File: src/rtl/pcm_seq_pkg.sv
package pcm_seq_pkg;
    localparam int SHIFT_W = 7;
    localparam int COL_W   = 5;
    localparam int ENTRY_W = SHIFT_W + COL_W;
    localparam int ENTRIES = 4;
    localparam int LINE_W  = ENTRY_W * ENTRIES;
    localparam int SEL_W   = $clog2(ENTRIES);
    localparam int ADDR_W  = 9;
    localparam int RATE_W  = 2;
    localparam int Z_W     = 7;

    typedef struct packed {
        logic [SHIFT_W-1:0] shift;
        logic [COL_W-1:0]   col;
    } entry_t;

    typedef struct packed {
        logic [RATE_W-1:0] rate;
        logic              ab;
        logic [Z_W-1:0]    z;
        logic              mode;
    } cfg_t;

    typedef enum logic [2:0] {
        ST_IDLE,
        ST_FETCH,
        ST_CAPT,
        ST_SCAN,
        ST_END
    } walk_st_t;

    function automatic logic is_header(entry_t e);
        return &e.shift;
    endfunction
endpackage

File: src/rtl/pcm_cfg_addr.sv
module pcm_cfg_addr
    import pcm_seq_pkg::*;
#(
    parameter int RATE_LINES = 128,
    parameter int SLOT_LINES = 16,
    parameter int Z_SEL0     = 27,
    parameter int Z_SEL1     = 54,
    parameter int Z_SEL2     = 81
) (
    input  cfg_t              cfg,
    output logic [ADDR_W-1:0] line_o
);
    logic [2:0] slot;

    always_comb begin
        if (cfg.mode) begin
            slot = {2'b10, cfg.ab};
        end else if (cfg.z == Z_W'(Z_SEL0)) begin
            slot = 3'd0;
        end else if (cfg.z == Z_W'(Z_SEL1)) begin
            slot = 3'd1;
        end else if (cfg.z == Z_W'(Z_SEL2)) begin
            slot = 3'd2;
        end else begin
            slot = 3'd3;
        end
    end

    assign line_o = ADDR_W'(int'(cfg.rate) * RATE_LINES + int'(slot) * SLOT_LINES);
endmodule

File: src/rtl/pcm_line_buf.sv
module pcm_line_buf
    import pcm_seq_pkg::*;
(
    input  logic              clk,
    input  logic              rst,
    input  logic              cap,
    input  logic [LINE_W-1:0] line_i,
    input  logic [SEL_W-1:0]  sel,
    output entry_t            entry_o
);
    logic [LINE_W-1:0] line_q;
    entry_t            ents [ENTRIES];

    always_ff @(posedge clk) begin
        if (rst) begin
            line_q <= '0;
        end else if (cap) begin
            line_q <= line_i;
        end
    end

    for (genvar k = 0; k < ENTRIES; k++) begin : g_unpack
        assign ents[k] = entry_t'(line_q[k*ENTRY_W +: ENTRY_W]);
    end

    assign entry_o = ents[sel];
endmodule

File: src/rtl/pcm_walk_ctrl.sv
module pcm_walk_ctrl
    import pcm_seq_pkg::*;
#(
    parameter int ROWS_W = 6
) (
    input  logic              clk,
    input  logic              rst,
    input  logic              start,
    input  logic [ADDR_W-1:0] start_line,
    input  logic [ROWS_W-1:0] num_rows,
    input  entry_t            entry_i,
    input  logic              out_ready,
    output logic [ADDR_W-1:0] rom_addr,
    output logic              rom_rd,
    output logic              cap,
    output logic [SEL_W-1:0]  sel,
    output logic              out_valid,
    output logic [COL_W-1:0]  out_deg,
    output logic              out_first,
    output logic              out_last,
    output logic              done,
    output logic              err
);
    walk_st_t          state;
    logic [ADDR_W-1:0] line_ptr;
    logic [SEL_W-1:0]  slot;
    logic [COL_W-1:0]  remain;
    logic [COL_W-1:0]  deg;
    logic [ROWS_W-1:0] rows_left;
    logic              done_q;
    logic              err_q;

    logic in_scan, want_hdr, hdr, hdr_ok, bad, xfer, row_end, all_end, adv, wrap;

    assign in_scan  = (state == ST_SCAN);
    assign want_hdr = (remain == '0);
    assign hdr      = is_header(entry_i);
    assign hdr_ok   = in_scan && want_hdr && hdr && (entry_i.col != '0);
    assign bad      = in_scan && ((want_hdr && (!hdr || entry_i.col == '0)) ||
                                  (!want_hdr && hdr));
    assign xfer     = in_scan && !want_hdr && !hdr && out_ready;
    assign row_end  = xfer && (remain == COL_W'(1));
    assign all_end  = row_end && (rows_left == ROWS_W'(1));
    assign adv      = hdr_ok || (xfer && !all_end);
    assign wrap     = adv && (slot == SEL_W'(ENTRIES - 1));

    always_ff @(posedge clk) begin
        if (rst) begin
            state <= ST_IDLE;
        end else if (start) begin
            state <= (num_rows == '0) ? ST_END : ST_FETCH;
        end else begin
            case (state)
                ST_FETCH: state <= ST_CAPT;
                ST_CAPT:  state <= ST_SCAN;
                ST_SCAN: begin
                    if (bad || all_end) begin
                        state <= ST_END;
                    end else if (wrap) begin
                        state <= ST_FETCH;
                    end
                end
                default: state <= state;
            endcase
        end
    end

    always_ff @(posedge clk) begin
        if (rst) begin
            line_ptr <= '0;
            slot     <= '0;
        end else if (start) begin
            line_ptr <= start_line;
            slot     <= '0;
        end else if (adv) begin
            slot <= wrap ? '0 : slot + SEL_W'(1);
            if (wrap) begin
                line_ptr <= line_ptr + ADDR_W'(1);
            end
        end
    end

    always_ff @(posedge clk) begin
        if (rst) begin
            remain    <= '0;
            deg       <= '0;
            rows_left <= '0;
            done_q    <= 1'b0;
            err_q     <= 1'b0;
        end else if (start) begin
            remain    <= '0;
            deg       <= '0;
            rows_left <= num_rows;
            done_q    <= (num_rows == '0);
            err_q     <= 1'b0;
        end else begin
            if (hdr_ok) begin
                remain <= entry_i.col;
                deg    <= entry_i.col;
            end else if (xfer) begin
                remain <= remain - COL_W'(1);
            end
            if (row_end) begin
                rows_left <= rows_left - ROWS_W'(1);
            end
            if (all_end) begin
                done_q <= 1'b1;
            end
            if (bad) begin
                err_q <= 1'b1;
            end
        end
    end

    assign rom_addr  = line_ptr;
    assign rom_rd    = (state == ST_FETCH);
    assign cap       = (state == ST_CAPT);
    assign sel       = slot;
    assign out_valid = in_scan && !want_hdr && !hdr;
    assign out_deg   = deg;
    assign out_first = (remain == deg);
    assign out_last  = (remain == COL_W'(1));
    assign done      = done_q;
    assign err       = err_q;
endmodule

File: src/rtl/pcm_desc_seq.sv
module pcm_desc_seq
    import pcm_seq_pkg::*;
#(
    parameter int ROWS_W     = 6,
    parameter int RATE_LINES = 128,
    parameter int SLOT_LINES = 16
) (
    input  logic                  clk,
    input  logic                  rst,
    input  logic                  start,
    input  logic [RATE_W-1:0]     cfg_rate,
    input  logic                  cfg_ab,
    input  logic [Z_W-1:0]        cfg_z,
    input  logic                  cfg_mode,
    input  logic [ROWS_W-1:0]     num_rows,
    output logic                  rom_rd,
    output logic [ADDR_W-1:0]     rom_addr,
    input  logic [LINE_W-1:0]     rom_data,
    output logic                  out_valid,
    input  logic                  out_ready,
    output logic [SHIFT_W-1:0]    out_shift,
    output logic [COL_W-1:0]      out_col,
    output logic [COL_W-1:0]      out_deg,
    output logic                  out_first,
    output logic                  out_last,
    output logic                  done,
    output logic                  err
);
    cfg_t              cfg_w;
    logic [ADDR_W-1:0] start_line;
    logic              cap;
    logic [SEL_W-1:0]  sel;
    entry_t            cur;

    assign cfg_w = {cfg_rate, cfg_ab, cfg_z, cfg_mode};

    pcm_cfg_addr #(
        .RATE_LINES (RATE_LINES),
        .SLOT_LINES (SLOT_LINES)
    ) addr_i (
        .cfg    (cfg_w),
        .line_o (start_line)
    );

    pcm_line_buf buf_i (
        .clk     (clk),
        .rst     (rst),
        .cap     (cap),
        .line_i  (rom_data),
        .sel     (sel),
        .entry_o (cur)
    );

    pcm_walk_ctrl #(
        .ROWS_W (ROWS_W)
    ) ctrl_i (
        .clk        (clk),
        .rst        (rst),
        .start      (start),
        .start_line (start_line),
        .num_rows   (num_rows),
        .entry_i    (cur),
        .out_ready  (out_ready),
        .rom_addr   (rom_addr),
        .rom_rd     (rom_rd),
        .cap        (cap),
        .sel        (sel),
        .out_valid  (out_valid),
        .out_deg    (out_deg),
        .out_first  (out_first),
        .out_last   (out_last),
        .done       (done),
        .err        (err)
    );

    assign out_shift = cur.shift;
    assign out_col   = cur.col;
endmodule

File: config.mk
export PLATFORM = sky130hd
export DESIGN_NAME = pcm_desc_seq
export DESIGN_NICKNAME = d
export VERILOG_FILES = /design/src/rtl/pcm_seq_pkg.sv /design/src/rtl/pcm_cfg_addr.sv /design/src/rtl/pcm_line_buf.sv /design/src/rtl/pcm_walk_ctrl.sv /design/src/rtl/pcm_desc_seq.sv
export SDC_FILE = /design/constraint.sdc
export NUM_CORES = 1
export LEC_CHECK = 0
export ABC_AREA = 1
export BUFFER_PORTS_ARGS = -buffer_cell sky130_fd_sc_hd__buf_2
export CAP_MARGIN = 20
export CORE_MARGIN = 8
export CORE_UTILIZATION = 50
export CTS_BUF_LIST = sky130_fd_sc_hd__clkbuf_8
export DETAILED_ROUTE_END_ITERATION = 6
export GPL_TIMING_DRIVEN = 0
export PLACE_DENSITY = 0.87
export SYNTH_ARGS = -nofsm -noshare
export SYNTH_HDL_FRONTEND = slang
export SYNTH_SLANG_ARGS = --single-unit
File: constraint.sdc
create_clock -name clk -period 1.9 [get_ports clk]
set_input_delay 0.285 -clock clk [delete_from_list [all_inputs] [get_ports clk]]
set_output_delay 0.285 -clock clk [all_outputs]
set_load 0.005 [all_outputs]
; ---- Yosys cells after proc, flatten, opt, wreduce, memory -nomap -nowiden
; Cells that the tools add are included.
[word_totals]
ramBits = 0
rom_bits = 0
register_bits = 80
inputBits = 69
latch_bits = 0
mem_count = 0
wordCells = 83
[op_classes]
bitwise = 1
n_addsub = 5
div = 0
shifts = 0
multipliers = 0
n_mux = 22
n_eq_ne = 11
order_cmp = 1
reduce_logical = 34
[op_table]
columns = cell, n
row1 = 9-bit 2-to-1 mux, 3
row2 = 12-bit binary-select mux with 2-bit select, 1
row3 = 12-bit 2-to-1 mux, 2
row4 = 3-bit 2-to-1 mux, 7
row5 = 1-bit logical AND, 13
row6 = 6-bit 2-to-1 mux, 2
row7 = 5-bit logical NOT, 2
row8 = 5-bit 2-to-1 mux, 2
row9 = 2-bit nonzero test, 5
row10 = "9-bit by 1-bit adder with 9-bit output, second input constant", 1
row11 = 9-bit by 7-bit adder with 9-bit output, 1
row12 = 3-bit one-hot mux with 3 select lines, 1
row13 = "7-bit by 5-bit equality test with 1-bit output, second input constant", 1
row14 = "7-bit by 6-bit equality test with 1-bit output, second input constant", 1
row15 = "7-bit equality test, second input constant", 1
row16 = 7-bit AND reduction, 1
row17 = "3-bit by 2-bit equality test with 1-bit output, second input constant", 2
row18 = "6-bit by 1-bit equality test with 1-bit output, second input constant", 1
row19 = 6-bit logical NOT, 1
row20 = "6-bit by 1-bit subtractor with 6-bit output, second input constant", 1
row21 = "5-bit by 1-bit equality test with 1-bit output, second input constant", 1
row22 = 5-bit equality test, 1
row23 = 5-bit nonzero test, 1
row24 = "5-bit by 1-bit subtractor with 5-bit output, second input constant", 1
row25 = 13 further kinds, 21

; ---- Longest topological paths before layout
[logic_depth]
word_depth = 18
ltp_mapped = 19
mapped_depth_nobuf = 17

; ---- Hierarchy
; From an unflattened synthesis, not the netlist that was laid out.
[hier_totals]
cells_unflattened = 673
hier_area_um2 = 4474.3
[modules_own_cells]
columns = mod, instances, area_per_inst_um2, cells_per_inst, seq_area_each_um2
row1 = pcm_line_buf, 1, 2224.6, 349, 960.9
row2 = pcm_walk_ctrl, 1, 2077.0, 292, 640.6
row3 = pcm_cfg_addr, 1, 172.7, 32, 0.0

; ---- Least setup slack after synthesis
; Ideal clock, no wire load.
[synth_path]
kind = reg2reg
startpoint = register ctrl_i.slot[0] (netlist: ctrl_i.sel[0])
endpoint = register ctrl_i.line_ptr[1] (netlist: ctrl_i.rom_addr[1])
setup_ps = 119
arrival_ps = 1767
stages_incl_launch_ff = 15
slack_ps = 14
period_less_slack_ps = 1886
cell_sequence = dfxtp_1 -> buf_6 -> inv_4 -> buf_6 -> nand2_1 -> nand3_1 -> nand2_2 -> nand3_2 -> nor2_4 -> nand3b_4 -> nand2_4 -> nand2_2 -> buf_4 -> o21ai_0 -> a21oi_1
[synth_via]
elab_chain_cells = 16
elab_cells_between_ends = 21
[synth_lines]
columns = element, line_no
row1 = start: declaration, pcm_walk_ctrl.sv:26  ; logic [SEL_W-1:0] slot;
row2 = start signal: assignment, pcm_walk_ctrl.sv:76  ; slot <= wrap ? '0 : slot + SEL_W'(1);
row3 = 2-bit NOT with 3-bit output (implied by the code) *, pcm_line_buf.sv:26  ; assign entry_o = ents[sel];
row4 = 12-bit binary-select mux with 2-bit select *, pcm_line_buf.sv:26
row5 = 12-bit 2-to-1 mux (implied by the code) * (2 in a row), pcm_line_buf.sv:26
row6 = named net out_shift[5], pcm_desc_seq.sv:21  ; output logic [SHIFT_W-1:0] out_shift,
row7 = 7-bit AND reduction *, pcm_seq_pkg.sv:33  ; return &e.shift;
row8 = 1-bit logical NOT, pcm_walk_ctrl.sv:41  ; assign xfer = in_scan && !want_hdr && !hdr && out_ready;
row9 = 1-bit logical AND (2 in a row), pcm_walk_ctrl.sv:41
row10 = 1-bit logical AND, pcm_walk_ctrl.sv:42  ; assign row_end = xfer && (remain == COL_W'(1));
row11 = 1-bit logical AND, pcm_walk_ctrl.sv:43  ; assign all_end = row_end && (rows_left == ROWS_W'(1));
row12 = 1-bit logical NOT, pcm_walk_ctrl.sv:44  ; assign adv = hdr_ok || (xfer && !all_end);
row13 = 1-bit logical AND, pcm_walk_ctrl.sv:44
row14 = 1-bit logical OR *, pcm_walk_ctrl.sv:44
row15 = 1-bit logical AND, pcm_walk_ctrl.sv:45  ; assign wrap = adv && (slot == SEL_W'(ENTRIES - 1));
row16 = 2-bit nonzero test (no source line), n/a
row17 = 2-bit AND reduction (no source line) *, n/a
row18 = end signal: assignment, pcm_walk_ctrl.sv:73  ; line_ptr <= start_line;
row19 = end signal: assignment, pcm_walk_ctrl.sv:78  ; line_ptr <= line_ptr + ADDR_W'(1);
row20 = end: declaration, pcm_walk_ctrl.sv:25  ; logic [ADDR_W-1:0] line_ptr;
; Mark *: on every way through the listed nets, which the timed path passes. The rest lies on a longest branch. The select of a mux whose other input is x is not followed.
; A chain may end at the register's enable or synchronous reset.

; ---- Worst setup path in the final report
[layout_path]
startpoint = register ctrl_i.slot[1] (netlist: ctrl_i.sel[1])
endpoint = register ctrl_i.state[0]
[layout_via]
elab_chain_cells = 16
elab_cells_between_ends = 30
[layout_lines]
columns = element, line_no
row1 = 2-bit NOT with 3-bit output (implied by the code), pcm_line_buf.sv:26
row2 = 12-bit binary-select mux with 2-bit select, pcm_line_buf.sv:26
row3 = 12-bit 2-to-1 mux (implied by the code) (2 in a row), pcm_line_buf.sv:26
row4 = 7-bit AND reduction, pcm_seq_pkg.sv:33
row5 = 1-bit logical NOT, "pcm_walk_ctrl.sv:39, pcm_walk_ctrl.sv:41"
row6 = 1-bit logical AND (2 in a row), pcm_walk_ctrl.sv:41
row7 = 1-bit logical AND, pcm_walk_ctrl.sv:42
row8 = 1-bit logical AND, pcm_walk_ctrl.sv:43
row9 = 1-bit logical NOT, pcm_walk_ctrl.sv:44
row10 = 1-bit logical AND, pcm_walk_ctrl.sv:44
row11 = 1-bit logical OR, pcm_walk_ctrl.sv:44
row12 = 1-bit logical AND, pcm_walk_ctrl.sv:45
row13 = 4-bit inequality test (no source line), n/a
row14 = 2-bit AND reduction (no source line), n/a
row15 = end signal: assignment, pcm_walk_ctrl.sv:51  ; state <= (num_rows == '0) ? ST_END : ST_FETCH;
row16 = end signal: assignment, pcm_walk_ctrl.sv:63  ; default: state <= state;
row17 = end: declaration, pcm_walk_ctrl.sv:24  ; walk_st_t state;
; Parallel ways exist; a longest one is shown, timed or not. The select of a mux whose other input is x is not followed.

==> metrics <==
Seq/Total Area, Yosys=0.390; dominant synthesized flop cell=dfxtp_1; clk root buf=clkbuf_8; routability cong.=0.887; maximum clock path buffer count=2; Sw Share=0.273; Vias/cell=5.80; latest clock arrival within the worst-skew pair=0.37 ns; synth unique cells=35; # IOs=101; full die area=11400 sq um; ys async rst share=0; share of total power in the clock network=0.402; combinational power share=0.177; Slew headroom=0.493; final hold viol count=0; CP required=2.17 ns; gr ovfl total=0; row count=33; Reg power frac=0.421; largest family of logic cells by synthesized area=simple AND/OR/NAND/NOR gates; number of synthesized register bits=80; routed length per placed instance=17.5 um; yosys warns=0; failing checks=negative setup slack; DP HPWL=9230 um; syn_area_per_cell=6.82 sq um; post-synthesis mux area share=0; Cell Area, Synth=4110 sq um; final core occ=0.681; Compound-Gate Fraction of Synth Area=0.146; final instance area=5510 sq um; final-stage net count=811; pwr dens=803 nW/um^2; Area growth syn-to-layout=34.2%; Post-synth EDFFs=0; CP Class=reg2reg; internal power=3210 uW; WL final=14800 um; share of cells above drive strength 1=0.299; number of remaining DRC errors=0; largest net degree at the start of global routing=14; Tcrit/Tclk final=1.20; XOR/XNOR Fraction of Synth Area=0.0299; CP Launch Type=flop; fin. max-slew vios=0; Crit path arrival time=2.54 ns; final setup fails=35; Post-Syn Instances=602; syn nets=678; routed via count=4900; Max-cap violations=0; outcome=finished with violations; Synth Area in Adders=0.0213; setup TNS=-7.53 ns; Peak Freq=440 MHz; Clock Skews=0.00897 ns; Diodes inserted=0; P_leak=0.00244 uW; final worst slack=-0.374 ns; RSZ-0062 raised after global routing=true; clk sinks=80; Tightest Pin Transition=0.761 ns; Layout fillers=631; DRT Pass-1 Iters=6; starting density of the core=0.507; Max FO, Critical Path=10; CTS tree=built; Clk pin slew, worst setup/hold paths=0.09 ns; die height=107 um; IO Port Bufs=98; CTS H-tree depth=3; GR Util All Layers=0.242; net switching power=1210 uW; Routed Antenna Nets=0; core area=8090 sq um; die width=107 um; CP endpoint kind=flop; vias in the first global route=4813; Tot Pwr=4420 uW; Post-Synth Simple-Gate Area=0.323; Hold Path Class=in2reg; iteration-0 DRC count of the detailed router=413; CTS Buf Count=9; global-route wire length before repair=22400 um; dpl cell area=4730 sq um; initial antenna violation count=0; min Tclk post-route=2.27 ns; worst vdd ir=622 uV
## critical path, stage by stage (launching register included)
cell and delay [ns]:
dfxtp_4 0.41, inv_2 0.07, buf_4 0.19, nand3_1 0.16, nand2_2 0.11, nor2_2 0.13
nand2_2 0.07, nor2_4 0.20, nor2_4 0.07, nand4_1 0.14, nand2_2 0.12, nor2_4 0.12
nand3_4 0.10, nand2_4 0.11, nand2_2 0.06, nand2_2 0.07, nor2_1 0.04
## layout by cell type, fill, tap and decap left out, types with 6 or more instances in the layout
cell type,instances
nor2_1,27
o21ai_0,20
ha_1,7
clkbuf_1,23
buf_4,21
a21oi_1,69
inv_1,50
buf_6,8
a31oi_1,6
xor2_1,9
clkbuf_8,9
nand3_2,13
dfxtp_1,77
nand2_2,24
nand3_1,66
nand2_1,137
nand4_1,6
buf_2,98
## synth_stat cells, types with 2 or more instances
cell type | instances | area share
a31oi_1 | 6 | 0.0091
nand3_2 | 2 | 0.0049
buf_4 | 2 | 0.0037
nand2_1 | 160 | 0.15
nand3_1 | 78 | 0.095
inv_1 | 53 | 0.048
nand4_1 | 6 | 0.0091
a22oi_1 | 2 | 0.0037
nor2_1 | 35 | 0.032
xnor2_1 | 5 | 0.011
xor2_1 | 9 | 0.019
ha_1 | 7 | 0.021
clkbuf_1 | 24 | 0.022
nor4_1 | 4 | 0.0061
buf_2 | 3 | 0.0037
nor3_1 | 6 | 0.0073
o21ai_0 | 25 | 0.030
a21oi_1 | 73 | 0.089
nand2_2 | 5 | 0.0076
dfxtp_1 | 80 | 0.39
buf_6 | 3 | 0.0082
## kinds of logic (layout without fill, tap and decap cells)
logic type | count (synthesis) | in the layout
simple gates | 301 | 301
compound gates | 112 | 112
buf+inv | 88 | 226
flops | 80 | 80
xor+xnor | 14 | 14
fa+ha+maj | 7 | 7
## registers in the layout (all words and copies together), names as in the netlist
| name | cells |
|---|---|
| buf_i.line_q | 48 |
| ctrl_i.done | 1 |
| ctrl_i.err | 1 |
| ctrl_i.out_deg | 5 |
| ctrl_i.remain | 5 |
| ctrl_i.rom_addr | 9 |
| ctrl_i.rows_left | 6 |
| ctrl_i.sel | 2 |
| ctrl_i.state | 3 |
## power by group through the flow
stage,clock [uW],combinational [uW],sequential (uW)
6_report,1780,782,1860
5_1_grt,1870,853,1870
4_1_cts,1770,726,1850
3_5_place_dp,0,660,1890
3_3_place_gp,0,632,1890
2_1_floorplan,0,430,1880
## path summary, 6_finish.rpt
check | startpoint | endpoint | slack (ns) | depth (start not counted)
worst max-delay path | ctrl_i.sel[1] | ctrl_i.state[0] | -0.37 | 16
worst min-delay path | rom_data[16] | buf_i.line_q[16] | 0.18 | 3
worst max register to register | ctrl_i.sel[1] | ctrl_i.state[0] | -0.37 | 16
worst min register to register | buf_i.line_q[47] | buf_i.line_q[47] | 0.46 | 2
## what timing repair did
action / in CTS / in global routing
cloned: 3 / 0
hold buffers: 0 / 0
buffers inserted: 19 / 2
pin swaps: 25 / 15
setup endpoints to repair: 30 / 62
gates resized for setup: 66 / 31
## per-stage QoR
stage	setup slack, ns	instances	hold slack [ns]
finish	-0.374	845	0.180
global route	-0.491	845	0.170
CTS	-0.187	843	0.187
detailed placement	-0.391	805	0.445
global placement	-0.334	805	0.440
floorplan	0.0138	602	0.429
## layout make-up
| type | instances | area, sq um | area share |
|---|---|---|---|
| multi-input cells | 434 | 2380 | 0.432 |
| flip-flops and latches | 80 | 1610 | 0.292 |
| repair buffers | 122 | 709 | 0.129 |
| inverters | 56 | 220 | 0.0400 |
| plain buffers | 32 | 178 | 0.0322 |
| clock inverters | 7 | 159 | 0.0288 |
| well taps | 105 | 131 | 0.0238 |
| clock buffers | 9 | 124 | 0.0225 |
## metal layers
metal  global-route usage  share of wire  wire length [um]  up-vias
li1                     -              -                 -     2253
met1                0.269           0.35              5250     2234
met2                0.405           0.48              7130      338
met3               0.0720           0.11              1690       75
met4                0.138          0.049               724        0
met5                    0              0                 0        -
(Power assumes the default switching activity.)
